**src/rtl/dcil_pkg.sv**
```systemverilog
package dcil_pkg;
    localparam int SRC_W      = 8;
    localparam int MASK_W     = 4;
    localparam int MASK_SHIFT = 3;
    localparam int RST_BIT    = 7;
    localparam int NCPU       = 2;
    localparam int LVL_W      = $clog2(2 * (SRC_W - 1) + 1);

    typedef logic [SRC_W-1:0]  src_t;
    typedef logic [MASK_W-1:0] mask_t;
    typedef logic [LVL_W-1:0]  lvl_t;

    typedef struct packed {
        lvl_t [NCPU-1:0]  lvl;
        logic [NCPU-1:0]  wake;
    } out_t;
endpackage

```
**src/rtl/dcil_gate.sv**
```systemverilog
// Per-processor source gating: combine shared and private flags, apply mask.
module dcil_gate #(
    parameter int SRC_W      = dcil_pkg::SRC_W,
    parameter int MASK_W     = dcil_pkg::MASK_W,
    parameter int MASK_SHIFT = dcil_pkg::MASK_SHIFT,
    parameter int RST_BIT    = dcil_pkg::RST_BIT
) (
    input  logic [SRC_W-1:0]  shared_i,
    input  logic [SRC_W-1:0]  own_i,
    input  logic [MASK_W-1:0] mask_i,
    output logic [SRC_W-1:0]  active_o
);
    logic [SRC_W-1:0] enable_d;
    logic [SRC_W-1:0] cand_d;

    always_comb begin
        enable_d = '0;
        for (int i = 0; i < MASK_W; i++) begin
            if (i + MASK_SHIFT < SRC_W) enable_d[i + MASK_SHIFT] = mask_i[i];
        end
        enable_d[RST_BIT] = 1'b1;
        cand_d   = shared_i | own_i;
        active_o = cand_d & enable_d;
    end
endmodule

```
**src/rtl/dcil_prio.sv**
```systemverilog
// Highest-set-bit encoder producing a doubled index.
module dcil_prio #(
    parameter int SRC_W = dcil_pkg::SRC_W,
    parameter int LVL_W = dcil_pkg::LVL_W
) (
    input  logic [SRC_W-1:0] vec_i,
    output logic [LVL_W-1:0] level_o
);
    localparam int IDX_W = $clog2(SRC_W);
    logic [IDX_W-1:0] idx_d;

    always_comb begin
        idx_d = '0;
        for (int i = 1; i < SRC_W; i++) begin
            if (vec_i[i]) idx_d = IDX_W'(i);
        end
        level_o = LVL_W'({idx_d, 1'b0});
    end
endmodule

```
**src/rtl/dcil_encoder.sv**
```systemverilog
module dcil_encoder
    import dcil_pkg::*;
(
    input  logic        clk,
    input  logic        rst,
    input  logic [7:0]  shared_pend,
    input  logic [7:0]  m_pend,
    input  logic [7:0]  s_pend,
    input  logic [3:0]  m_mask,
    input  logic [3:0]  s_mask,
    output logic [3:0]  m_level,
    output logic [3:0]  s_level,
    output logic [1:0]  wake
);
    src_t  [NCPU-1:0] own_pend;
    mask_t [NCPU-1:0] cpu_mask;
    src_t  [NCPU-1:0] active;
    lvl_t  [NCPU-1:0] lvl_comb;

    out_t out_d, out_q;

    assign own_pend[0] = m_pend;
    assign own_pend[1] = s_pend;
    assign cpu_mask[0] = m_mask;
    assign cpu_mask[1] = s_mask;

    for (genvar c = 0; c < NCPU; c++) begin : g_cpu
        dcil_gate u_gate (
            .shared_i (shared_pend),
            .own_i    (own_pend[c]),
            .mask_i   (cpu_mask[c]),
            .active_o (active[c])
        );
        dcil_prio u_prio (
            .vec_i   (active[c]),
            .level_o (lvl_comb[c])
        );
    end

    always_comb begin
        out_d = out_q;
        for (int c = 0; c < NCPU; c++) begin
            out_d.lvl[c]  = lvl_comb[c];
            out_d.wake[c] = |active[c][SRC_W-1:1];
        end
    end

    always_ff @(posedge clk) begin
        if (rst) out_q <= '0;
        else     out_q <= out_d;
    end

    assign m_level = out_q.lvl[0];
    assign s_level = out_q.lvl[1];
    assign wake    = out_q.wake;

    // Assertion support: marks that one non-reset edge has loaded the outputs.
    logic primed_q;
    always_ff @(posedge clk) begin
        if (rst) primed_q <= 1'b0;
        else     primed_q <= 1'b1;
    end


    level_even_chk: assert property (@(posedge clk) disable iff (rst)
        (m_level[0] == 1'b0) && (s_level[0] == 1'b0));


    level_bound_chk: assert property (@(posedge clk) disable iff (rst)
        (m_level <= 4'd14) && (s_level <= 4'd14));


    wake_match_chk: assert property (@(posedge clk) disable iff (rst)
        (wake[0] == (m_level != 4'd0)) && (wake[1] == (s_level != 4'd0)));


    reset_clear_chk: assert property (@(posedge clk)
        rst |=> (m_level == 4'd0) && (s_level == 4'd0) && (wake == 2'b00));


    rst_src_m_chk: assert property (@(posedge clk) disable iff (rst)
        primed_q && $past(shared_pend[7] | m_pend[7]) |-> (m_level == 4'd14));


    rst_src_s_chk: assert property (@(posedge clk) disable iff (rst)
        primed_q && $past(shared_pend[7] | s_pend[7]) |-> (s_level == 4'd14));


    idle_zero_chk: assert property (@(posedge clk) disable iff (rst)
        primed_q && $past(((shared_pend | m_pend) & {1'b1, m_mask, 3'b000}) == 8'h00)
        |-> (m_level == 4'd0));
endmodule

```
**config.mk**
```make
export PLATFORM = sky130hd
export DESIGN_NAME = dcil_encoder
export DESIGN_NICKNAME = d
export VERILOG_FILES = /design/src/rtl/dcil_pkg.sv /design/src/rtl/dcil_gate.sv /design/src/rtl/dcil_prio.sv /design/src/rtl/dcil_encoder.sv
export SDC_FILE = /design/constraint.sdc
export NUM_CORES = 1
export LEC_CHECK = 0
export BUFFER_PORTS_ARGS = -buffer_cell sky130_fd_sc_hd__buf_2
export CAP_MARGIN = 40
export CORE_UTILIZATION = 30
export DETAILED_ROUTE_END_ITERATION = 8
export PLACE_DENSITY = 0.8
export SLEW_MARGIN = 25
export SYNTH_ARGS = -nofsm -noshare
export SYNTH_HDL_FRONTEND = slang
export SYNTH_SLANG_ARGS = --single-unit
```
**constraint.sdc**
```tcl
create_clock -name clk -period 0.8 [get_ports clk]
set_input_delay 0.04 -clock clk [delete_from_list [all_inputs] [get_ports clk]]
set_output_delay 0.04 -clock clk [all_outputs]
set_load 0.02 [all_outputs]
```
==> impl_metrics.xml <==
<?xml version="1.0" encoding="UTF-8"?>
<metrics>
  <group name="timing">
    <metric name="finalMaxSlewViolations" unit="">0</metric>
    <metric name="fmax" unit="MHz">1340</metric>
    <metric name="hold_violations" unit="">0</metric>
    <metric name="layout_worst_path_cycle_share" unit="%">93.1</metric>
    <metric name="finalWorstPathRequiredPeriod" unit="ns">0.745</metric>
    <metric name="final_total_negative_setup_slack" unit="ns">0</metric>
    <metric name="setup_repair_after_global_routing_missed_its_margin" unit="">no</metric>
    <metric name="fin_ws" unit="ns">0.0551</metric>
    <metric name="finalSetupViolCount" unit="">0</metric>
  </group>
  <group name="worst_setup_path">
    <metric name="critical_path.endpoint_type" unit="">output port</metric>
    <metric name="critical-path-max-stage-delay" unit="ns">0.31</metric>
    <metric name="worst_ep_arrival_time" unit="ns">0.70</metric>
    <metric name="critical_path.startpoint_type" unit="">flip-flop</metric>
    <metric name="critical_path.cell_chain" unit="">buf_2</metric>
    <metric name="critical_path_peak_fanout" unit="">1</metric>
    <metric name="worstPathBufferInverterCount" unit="">1</metric>
    <metric name="critical-path-slowest-cell" unit="">sky130_fd_sc_hd__dfxtp_1</metric>
    <metric name="crit_required" unit="ns">0.76</metric>
    <metric name="timing_worst_setup_path_type" unit="">reg2out</metric>
    <metric name="worst_path_dominant_cell_family" unit="">flip-flops</metric>
  </group>
  <group name="power">
    <metric name="cellInternalPower" unit="mW">0.709</metric>
    <metric name="switching_power" unit="mW">0.262</metric>
    <metric name="p_clk_share" unit="%">30.0</metric>
    <metric name="static_leak" unit="nW">0.278</metric>
    <metric name="power.share.switching" unit="%">27.0</metric>
    <metric name="p_per_area" unit="nW/um2">1670</metric>
    <metric name="p_comb_share" unit="%">25.2</metric>
    <metric name="power.ir.vdd_worst" unit="V">0.000434</metric>
    <metric name="share_seq_of_total_power" unit="%">44.8</metric>
  </group>
  <group name="cts">
    <metric name="ctsHoldBuffers" unit="">0</metric>
    <metric name="cts_tree" unit="">done</metric>
    <metric name="numClockSinks" unit="">8</metric>
    <metric name="clock-root-buffer" unit="">sky130_fd_sc_hd__clkbuf_4</metric>
    <metric name="cts_max_path_buffers" unit="">2</metric>
    <metric name="gates_resized_cts_repair" unit="">0</metric>
    <metric name="clk_transition_reported_paths" unit="ns">0.05</metric>
    <metric name="cts.repair_timing.setup_buffer_count" unit="">0</metric>
    <metric name="numCtsBuffers" unit="">3</metric>
    <metric name="clock_tree.htree_level_count" unit="">1</metric>
  </group>
  <group name="layout">
    <metric name="layout.cells.most_common_list" unit="">32 x sky130_fd_sc_hd__buf_2, 8 x sky130_fd_sc_hd__dfxtp_1, 6 x sky130_fd_sc_hd__o21ai_2, 3 x sky130_fd_sc_hd__clkbuf_4</metric>
    <metric name="nNetsFinal" unit="">110</metric>
    <metric name="antenna-diode-count" unit="">0</metric>
    <metric name="post_route_cells_drive_above_1_share" unit="%">64.9</metric>
    <metric name="area.growth.synth_to_final" unit="%">49.2</metric>
    <metric name="layout_commonest_cell" unit="">sky130_fd_sc_hd__buf_2</metric>
    <metric name="fillerInstances" unit="">116</metric>
  </group>
  <group name="yosys">
    <metric name="synth_seq_cells" unit="">8</metric>
    <metric name="syn_area_per_cell" unit="um2">9.73</metric>
    <metric name="yosys.area.top_type_share" unit="%">41.2</metric>
    <metric name="synth_sequential_area_ratio" unit="%">41.2</metric>
    <metric name="synth_area" unit="um2">389</metric>
    <metric name="ys.warnings.count" unit="">0</metric>
    <metric name="post_synth_main_area_contributors" unit="">sky130_fd_sc_hd__dfxtp_1 41%, sky130_fd_sc_hd__o21ai_2 14%, sky130_fd_sc_hd__and4_4 5.8%</metric>
    <metric name="synthDistinctLibCells" unit="">17</metric>
    <metric name="synth_top_cell_by_area" unit="">sky130_fd_sc_hd__dfxtp_1</metric>
    <metric name="cell_count_after_synthesis" unit="">40</metric>
  </group>
  <group name="floorplanning">
    <metric name="ioPinCount" unit="">44</metric>
    <metric name="fp.dieW" unit="um">38.0</metric>
    <metric name="initial_core_util" unit="%">33.7</metric>
    <metric name="coreArea" unit="um2">1160</metric>
    <metric name="die_area" unit="um2">1450</metric>
    <metric name="die_height" unit="um">38.0</metric>
    <metric name="num_rows" unit="">12</metric>
  </group>
  <group name="detailed_routing">
    <metric name="via_count" unit="">398</metric>
    <metric name="dr.pass1.iters" unit="">2</metric>
    <metric name="totalWireLength" unit="um">856</metric>
    <metric name="route.antenna.remaining_nets" unit="">0</metric>
    <metric name="drt_drc_violations_left" unit="">0</metric>
    <metric name="route.detailed.vias_per_inst" unit="">4.52</metric>
    <metric name="drt_iter0_markers" unit="">1</metric>
    <metric name="routedWlPerCell" unit="um">9.73</metric>
  </group>
  <group name="global_routing">
    <metric name="antenna_violations_before_repair" unit="">0</metric>
    <metric name="groute.usage.overall" unit="%">14.0</metric>
    <metric name="wire_length_of_the_first_global_routing_pass" unit="um">1350</metric>
    <metric name="grt_start_max_net_pins" unit="">11</metric>
    <metric name="number_of_global_route_vias_before_repair" unit="">377</metric>
    <metric name="globalRoute.totalOverflow" unit="">0</metric>
  </group>
  <group name="outcome">
    <metric name="run_status" unit="">complete, no violations</metric>
  </group>
  <group name="placed_design">
    <metric name="io_buffer_count" unit="">32</metric>
    <metric name="place.gp.congestion" unit="">0.616</metric>
    <metric name="dp.final_hpwl" unit="um">770</metric>
    <metric name="place_worst_setup_slack" unit="ns">0.0381</metric>
  </group>
  <group name="min_path">
    <metric name="worstHoldPathType" unit="">in2reg</metric>
  </group>
  <group name="run">
    <metric name="max_cap_viol_count" unit="">0</metric>
  </group>
</metrics>
==> stage by stage <==
step | hold WS, ns | power [mW] | cell area [um2] | util (%) | cells
6_report | 0.0694 | 0.971 | 581 | 50.2 | 88
2_1_floorplan | 0.200 | 0.580 | 393 | - | 41
4_1_cts | 0.0564 | 0.992 | 581 | 50.2 | 88
3_3_place_gp | 0.315 | 0.684 | 558 | 48.3 | 85
3_5_place_dp | 0.325 | 0.692 | 558 | 48.3 | 85
5_1_grt | 0.0730 | 1.03 | 581 | 50.2 | 88
==> power groups by stage <==
stage	Clock, mW	Sequential, mW	Combinational, mW
after floorplan	0	0.483	0.0965
after global placement	0	0.443	0.241
after detailed placement	0	0.444	0.248
after CTS	0.308	0.436	0.248
after global routing	0.319	0.439	0.269
final	0.291	0.436	0.245
==> final timing paths <==
path	from	slack, ns	depth (start not counted)	end
worst max-delay path	wake[1]	0.06	1	wake[1]
worst min-delay path	rst	0.07	2	wake[0]
==> per-layer routing <==
layer  vias to the layer above  routed length, um  GRT usage (%)
met2                        34                352           23.3
met1                       153                389           15.0
met4                         0                  0           13.4
met5                         -                  0              0
li1                        211                  -              -
met3                         0                114           1.74
==> registers in the layout (all words and copies together) (netlist names) <==
signal   flops
wake         2
s_level      3
m_level      3
==> cell usage after synthesis (all sizes together) <==
cell type,number
a31oi,2
o22ai,2
buf,3
nand2b,2
and4,2
o21ai,8
nor2,4
a21oi,2
conb,1
dfxtp,8
o21a,2
a21boi,2
nand3,2
==> area by class of cell <==
cell class,count,area (um2),share of cell area [%]
well taps,14,17.5,3.02
multi-input cells,30,213,36.6
repair buffers,33,168,28.9
clock buffers,3,22.5,3.88
flip-flops and latches,8,160,27.6
==> cells by family (layout without fill, tap and decap cells) <==
kind of cell / after synthesis / in the layout / synth area share [%]
DFF: 8 / 8 / 41.2
buffers and inverters: 3 / 36 / 5.14
other: 1 / 2 / 0.964
AOI/OAI and AO/OA: 18 / 18 / 34.7
and+or+nand+nor: 10 / 10 / 18.0
Note: power is estimated with default switching activity, not from simulation.
